**config.mk**
```make
export PLATFORM = sky130hd
export DESIGN_NAME = byte_reg_mem
export DESIGN_NICKNAME = d
export VERILOG_FILES = /design/src/rtl/brm_pkg.sv /design/src/rtl/brm_strobe_edge.sv /design/src/rtl/brm_addr_decode.sv /design/src/rtl/brm_byte_bank.sv /design/src/rtl/brm_read_port.sv /design/src/rtl/byte_reg_mem.sv
export SDC_FILE = /design/constraint.sdc
export NUM_CORES = 1
export LEC_CHECK = 0
export ABC_AREA = 1
export ABC_CLOCK_PERIOD_IN_PS = 1350
export CAP_MARGIN = 25
export CORE_MARGIN = 4
export CORE_UTILIZATION = 54
export CTS_BUF_LIST = sky130_fd_sc_hd__clkbuf_4 sky130_fd_sc_hd__clkbuf_8 sky130_fd_sc_hd__clkbuf_16
export DETAILED_ROUTE_END_ITERATION = 12
export MAX_ROUTING_LAYER = met4
export PLACE_DENSITY = 0.77
export RECOVER_POWER = 100
export SLEW_MARGIN = 20
export SYNTH_ARGS = -nofsm -noshare
export SYNTH_HDL_FRONTEND = slang
export SYNTH_HIERARCHICAL = 1
export SYNTH_SLANG_ARGS = --single-unit
```
**constraint.sdc**
```tcl
create_clock -name clk_i -period 1.35 [get_ports clk_i]
set_input_delay 0.405 -clock clk_i [delete_from_list [all_inputs] [get_ports clk_i]]
set_output_delay 0.405 -clock clk_i [all_outputs]
set_load 0.01 [all_outputs]
```
**src/rtl/brm_pkg.sv**
```systemverilog
package brm_pkg;
  localparam int unsigned DEF_ADDR_W = 2;
  localparam int unsigned DEF_DATA_W = 8;
endpackage

```
**src/rtl/brm_strobe_edge.sv**
```systemverilog
module brm_strobe_edge (
  input  logic clk_i,
  input  logic rst_ni,
  input  logic wr_ni,
  output logic we_o
);
  logic wr_q;

  always_ff @(posedge clk_i or negedge rst_ni) begin
    if (!rst_ni) wr_q <= 1'b1;
    else         wr_q <= wr_ni;
  end

  // release: low at last edge, high now
  assign we_o = ~wr_q & wr_ni;

  AST_PULSE_SINGLE: assert property (@(posedge clk_i) disable iff (!rst_ni)
    we_o |=> !we_o);
endmodule

```
**src/rtl/brm_addr_decode.sv**
```systemverilog
module brm_addr_decode #(
  parameter int unsigned ADDR_W = brm_pkg::DEF_ADDR_W,
  localparam int unsigned DEPTH = 1 << ADDR_W
) (
  input  logic [ADDR_W-1:0] addr_i,
  input  logic              en_i,
  output logic [DEPTH-1:0]  sel_o
);
  for (genvar i = 0; i < DEPTH; i++) begin : g_dec
    assign sel_o[i] = en_i && (addr_i == ADDR_W'(i));
  end
endmodule

```
**src/rtl/brm_byte_bank.sv**
```systemverilog
module brm_byte_bank #(
  parameter int unsigned ADDR_W = brm_pkg::DEF_ADDR_W,
  parameter int unsigned DATA_W = brm_pkg::DEF_DATA_W,
  localparam int unsigned DEPTH = 1 << ADDR_W
) (
  input  logic                          clk_i,
  input  logic                          rst_ni,
  input  logic [DEPTH-1:0]              sel_i,
  input  logic [DATA_W-1:0]             wdata_i,
  output logic [DEPTH-1:0][DATA_W-1:0]  q_o
);
  for (genvar i = 0; i < DEPTH; i++) begin : g_slot
    always_ff @(posedge clk_i or negedge rst_ni) begin
      if (!rst_ni)       q_o[i] <= '0;
      else if (sel_i[i]) q_o[i] <= wdata_i;
    end

    AST_SLOT_HOLD: assert property (@(posedge clk_i) disable iff (!rst_ni)
      !sel_i[i] |=> $stable(q_o[i]));
    AST_SLOT_LOAD: assert property (@(posedge clk_i) disable iff (!rst_ni)
      sel_i[i] |=> (q_o[i] == $past(wdata_i)));
  end
endmodule

```
**src/rtl/brm_read_port.sv**
```systemverilog
module brm_read_port #(
  parameter int unsigned ADDR_W = brm_pkg::DEF_ADDR_W,
  parameter int unsigned DATA_W = brm_pkg::DEF_DATA_W,
  localparam int unsigned DEPTH = 1 << ADDR_W
) (
  input  logic                          clk_i,
  input  logic                          rst_ni,
  input  logic [DEPTH-1:0][DATA_W-1:0]  q_i,
  input  logic [ADDR_W-1:0]             addr_i,
  input  logic                          rd_i,
  output logic [DATA_W-1:0]             rdata_o,
  output logic                          oe_o
);
  logic [DATA_W-1:0] mux_data;

  assign mux_data = q_i[addr_i];
  assign oe_o     = rd_i;
  assign rdata_o  = rd_i ? mux_data : '0;

  AST_IDLE_QUIET: assert property (@(posedge clk_i) disable iff (!rst_ni)
    !oe_o |-> (rdata_o == '0));
  AST_DRIVE_SLOT: assert property (@(posedge clk_i) disable iff (!rst_ni)
    rd_i |-> (oe_o && rdata_o == q_i[addr_i]));
endmodule

```
**src/rtl/byte_reg_mem.sv**
```systemverilog
module byte_reg_mem #(
  parameter int unsigned ADDR_W = brm_pkg::DEF_ADDR_W,
  parameter int unsigned DATA_W = brm_pkg::DEF_DATA_W,
  localparam int unsigned DEPTH = 1 << ADDR_W
) (
  input  logic              clk_i,
  input  logic              rst_ni,
  input  logic [ADDR_W-1:0] addr_i,
  input  logic [DATA_W-1:0] wdata_i,
  input  logic              wr_ni,
  input  logic              rd_i,
  output logic [DATA_W-1:0] rdata_o,
  output logic              oe_o
);
  logic                         we;
  logic [DEPTH-1:0]             sel;
  logic [DEPTH-1:0][DATA_W-1:0] slots;

  brm_strobe_edge u_edge (
    .clk_i (clk_i),
    .rst_ni(rst_ni),
    .wr_ni (wr_ni),
    .we_o  (we)
  );

  brm_addr_decode #(.ADDR_W(ADDR_W)) u_dec (
    .addr_i(addr_i),
    .en_i  (we),
    .sel_o (sel)
  );

  brm_byte_bank #(.ADDR_W(ADDR_W), .DATA_W(DATA_W)) u_bank (
    .clk_i  (clk_i),
    .rst_ni (rst_ni),
    .sel_i  (sel),
    .wdata_i(wdata_i),
    .q_o    (slots)
  );

  brm_read_port #(.ADDR_W(ADDR_W), .DATA_W(DATA_W)) u_rd (
    .clk_i  (clk_i),
    .rst_ni (rst_ni),
    .q_i    (slots),
    .addr_i (addr_i),
    .rd_i   (rd_i),
    .rdata_o(rdata_o),
    .oe_o   (oe_o)
  );

  AST_ONE_TARGET: assert property (@(posedge clk_i) disable iff (!rst_ni)
    $onehot0(sel) && (we == (sel != '0)));
endmodule

```
[Word level (Yosys, flattened, before mapping)]
Index checks and enable logic that the tools add are counted.
Cells by class
  order comparisons: 1
  equality and inequality tests: 3
  multiplexer cells: 3
  bitwise operators: 2
  reduce and logical (&&, ||, !) cells: 5
Operators with widths (number)
  8-bit binary-select mux with 2-bit select: 1
  8-bit 2-to-1 mux: 2
  2-bit equality test (second input constant): 2
  1-bit logical AND: 4
  2-bit by 3-bit less-than comparator with 1-bit output (second input constant): 1
  2-bit by 1-bit equality test with 1-bit output (second input constant): 1
  2-bit logical NOT: 1
  1-bit AND: 1
  1-bit NOT: 1
Word-level totals
  bits in registers: 33
  output and inout port bits: 9
  word-level logic and storage cells: 19

[Longest topological paths before layout]
  word-level depth: 3
  gate-level depth with buffers: 8
  gate-level depth less buffers: 7

[By module]
The synthesis kept the hierarchy.
Modules (own cells, without submodules)
  brm_byte_bank: times used 1, cells an instance 136, area each 1221.2 um^2
  brm_read_port: times used 1, cells an instance 96, area each 421.7 um^2
  brm_strobe_edge: times used 1, cells an instance 3, area each 36.3 um^2
  brm_addr_decode: times used 1, cells an instance 8, area each 30.0 um^2

[Worst setup path after synthesis]
No wires, ideal clock.
  path type: input port to output port
  start: input addr_i[0]
  end: output rdata_o[5]
  arrival time: 1.031 ns
  slack: -0.086 ns
  stages: 5
  path buffers: 2
  cell sequence: buf_6 buf_4 nand2_1 nand3_1 a21oi_1
On the way
  cells in the longest elaborated chain, start to end: 3
RTL lines
  start, declared: line byte_reg_mem.sv:8  | input logic [ADDR_W-1:0] addr_i,
  8-bit binary-select mux with 2-bit select: line brm_read_port.sv:16  | assign mux_data = q_i[addr_i];
  8-bit 2-to-1 mux (not written as such): line brm_read_port.sv:16
  8-bit 2-to-1 mux: line brm_read_port.sv:18  | assign rdata_o = rd_i ? mux_data : '0;
  end, declared: line byte_reg_mem.sv:12  | output logic [DATA_W-1:0] rdata_o,
Every way passes these cells. The select of a mux whose other input is x is not followed.

[Worst setup path in the final report]
  start: register u_bank/q_o[26] (netlist bit)
  end: output rdata_o[2]
On the way
  cells in the longest elaborated chain, start to end: 3
RTL lines
  start, declared: line brm_byte_bank.sv:10  | output logic [DEPTH-1:0][DATA_W-1:0] q_o
  start signal, assigned by index: line brm_byte_bank.sv:15  | else if (sel_i[i]) q_o[i] <= wdata_i;
  8-bit binary-select mux with 2-bit select: line brm_read_port.sv:16
  8-bit 2-to-1 mux (not written as such): line brm_read_port.sv:16
  8-bit 2-to-1 mux: line brm_read_port.sv:18
Every way passes these cells. The select of a mux whose other input is x is not followed.

==> flow_summary_export.csv <==
group,metric,value,unit
synthesis,synthTopCellsByArea,"dfrtp_1, nand2_1, inv_1, nand3_1, buf_6",
route,wl_per_cell,13.6,um
sta,tightest_slew,0.728,ns
pwr,p_sw,0.836,mW
sta,drv_slew,0,
pwr,p_comb_share,30.6,%
flow_run,maxCapViolCount,0,
clock_tree,cts_tree,"done",
clock_tree,cts.sinks,33,
pwr,clockPowerShare,21.6,%
sta,layout_setup_ws,-0.228,ns
place,place_inst,315,
grt,antenna_found_initial,0,
clock_tree,tritoncts.num_buffers,5,
sta,skew,0.00496,ns
min_path,min_path_cells,1,
setup_path,endpoint_kind,"output pin",
sta,min_period,1.58,ns
grt,overflow,0,
route,drtIter0Drc,67,
floorplanning,start_util,56.0,%
final_layout,fin_cells,342,
pwr,power_density,1140,nW/um2
sta,relSlewSlack,51.5,%
grt,first_global_vias,1669,
sta,setup_violations,10,
setup_path,cpPeakStageDelay,0.38,ns
setup_path,worstSetupStartpointType,"flip-flop",
synthesis,ys_warn_count,6,
setup_path,path_depth,5,
setup_path,worst-endpoint-arrival,1.17,ns
place,port_buffers,22,
floorplanning,die_h,64.3,um
clock_tree,clk_pin_slew,0.09,ns
grt,grt_max_degree,21,
clock_tree,cts_max_path_buffers,2,
grt,grt_pass1_wl,7360,um
route,drc,0,
setup_path,critPathBufInv,2,
floorplanning,io_pins,23,
floorplanning,die-area,4130,um2
clock_tree,clock_latency,0.33,ns
final_layout,fin_nets,312,
floorplanning,row_count,20,
min_path,hold_path_class,"primary input to flip-flop",
grt,grt_usage,24.3,%
route,drt-total-wl,4640,um
synthesis,synth_top_area_share,46.9,%
pwr,p_leak,1.29,nW
sta,fmax,634,MHz
place,gp_congestion,0.886,
route,drtPass1Iterations,4,
synthesis,syn_area,1710,um2
final_layout,area.growth.synth_to_final,36.2,%
setup_path,path_cells,"inv_2 -> nand2_2 -> nand3_2 -> a21oi_2 -> buf_2",
final_layout,drive_above_1_share,34.2,%
synthesis,syn_nets,257,
synthesis,synth_top_area_cell,"dfrtp_1",
clock_tree,cts_root_buffer,"clkbuf_4",
setup_path,slowest_stage,"dfrtp_1",
sta,final.period_utilization,117,%
run_status,run_status,"finished, violations left",
sta,rsz0062_at_grt,"yes",
pwr,p_total,2.66,mW
clock_tree,postCtsHoldBufs,0,
sta,hold_violations,0,
sta,tns,-1.88,ns
setup_path,crit_type,"flip-flop to output pin",
synthesis,netlist_instances,243,
pwr,p_sw_share,31.4,%
route,postRouteAntennaNets,0,
synthesis,synth.avg_cell_area,7.03,um2
floorplanning,core,3050,um2
setup_path,crit_required,0.95,ns
place,hpwl,2810,um
place,place_ws,-1.05,ns
setup_path,worstRegToRegCells,6,
pwr,pwr-share-seq,47.8,%
synthesis,ys_seq_area_share,48.4,%
synthesis,ys_ff_latch,33,
setup_path,crit_fanout,2,
floorplanning,fp.dieW,64.3,um
synthesis,ys_types,14,
pwr,p_int,1.82,mW
setup_path,crit_family,"flip-flops",
pwr,irDropWorstVdd,0.756,mV
final_layout,antenna_cells,0,
clock_tree,cts_htree_levels,2,
run_status,failed_checks,"setup timing",
route,via_count,1681,
route,vias_per_cell,4.92,
-- path summary, 6_finish.rpt --
path,to,from,slack [ns]
worst max register to register,u_bank/q_o[13]$_DFFE_PN0P_,u_edge/wr_q$_DFF_PN1_,0.06
min in group asynchronous,u_bank/q_o[0]$_DFFE_PN0P_,rst_ni,0.61
worst min-delay path,u_edge/wr_q$_DFF_PN1_,wr_ni,0.33
worst min register to register,u_bank/q_o[12]$_DFFE_PN0P_,u_bank/q_o[12]$_DFFE_PN0P_,0.48
max in group asynchronous,u_bank/q_o[15]$_DFFE_PN0P_,rst_ni,0.21
worst max-delay path,rdata_o[2],u_bank/q_o[26]$_DFFE_PN0P_,-0.23
-- registers in the layout (all words and copies together) (netlist names) --
| name | cells |
|---|---|
| u_bank/q_o | 32 |
| u_edge/wr_q | 1 |
-- layer usage --
| layer | track usage (%) | vias up | wire length (um) |
|---|---|---|---|
| li1 | - | 819 | - |
| met1 | 29.2 | 778 | 1850 |
| met2 | 39.0 | 65 | 2220 |
| met3 | 5.80 | 19 | 365 |
| met4 | 10.8 | 0 | 208 |
| met5 | - | - | 0 |
-- Yosys cell counts --
library cell and count:
nand2_1 128, a21oi_1 8, nand2_2 2, dfstp_2 1, nand3_1 16, buf_2 1
nor2_2 1, nor2_1 4, buf_4 2, inv_4 1, inv_2 4, dfrtp_1 32
buf_6 6, inv_1 37
-- what timing repair did --
action | CTS | global route
cloned | 0 | 0
pin swaps | 1 | 12
resized for setup | 57 | 34
endpoints found under the setup margin | 41 | 39
setup buffers | 10 | 10
-- stage by stage --
| step | hold WS (ns) | utilization [%] | cell area, um2 |
|---|---|---|---|
| after global routing | 0.307 | 76.2 | 2330 |
| after floorplan | 0.109 | - | 1750 |
| after CTS | 0.413 | 71.9 | 2190 |
| final | 0.330 | 76.2 | 2330 |
| after detailed placement | 0.458 | 67.3 | 2050 |
| after global placement | 0.454 | 67.3 | 2050 |
-- cell type report --
cell class	instances	area (um2)
multi-input cells	159	772
well taps	44	55.1
clock buffers	7	58.8
repair buffers	57	445
fillers	227	726
flip-flops and latches	33	827
inverters	42	169
-- cells by family (layout without fill, tap and decap cells) --
family,Yosys count,after routing,share of synthesized area (%)
and+or+nand+nor,151,151,34.8
buffers and inverters,51,106,14.5
AOI/OAI and AO/OA,8,8,2.34
DFF,33,33,48.4
-- power groups by stage --
stage | registers, mW | clock network (mW) | logic [mW]
finish | 1.27 | 0.576 | 0.815
global route | 1.29 | 0.651 | 0.905
CTS | 1.26 | 0.591 | 0.669
detailed placement | 1.28 | 0 | 0.589
global placement | 1.28 | 0 | 0.576
floorplan | 1.26 | 0 | 0.375
-- cell usage in the layout, fill, tap and decap left out, drive strengths merged --
master | Yosys | routed
nand2 | 130 | 130
buf | 9 | 42
inv | 42 | 40
dfrtp | 32 | 32
nand3 | 16 | 16
clkbuf | 0 | 10
clkdlybuf4s50 | 0 | 9
a21oi | 8 | 8
nor2 | 5 | 5
clkdlybuf4s25 | 0 | 1
clkdlybuf4s15 | 0 | 1
dlygate4sd3 | 0 | 1
clkinv | 0 | 1
dfstp | 1 | 1
clkinvlp | 0 | 1
(Power assumes the default switching activity.)
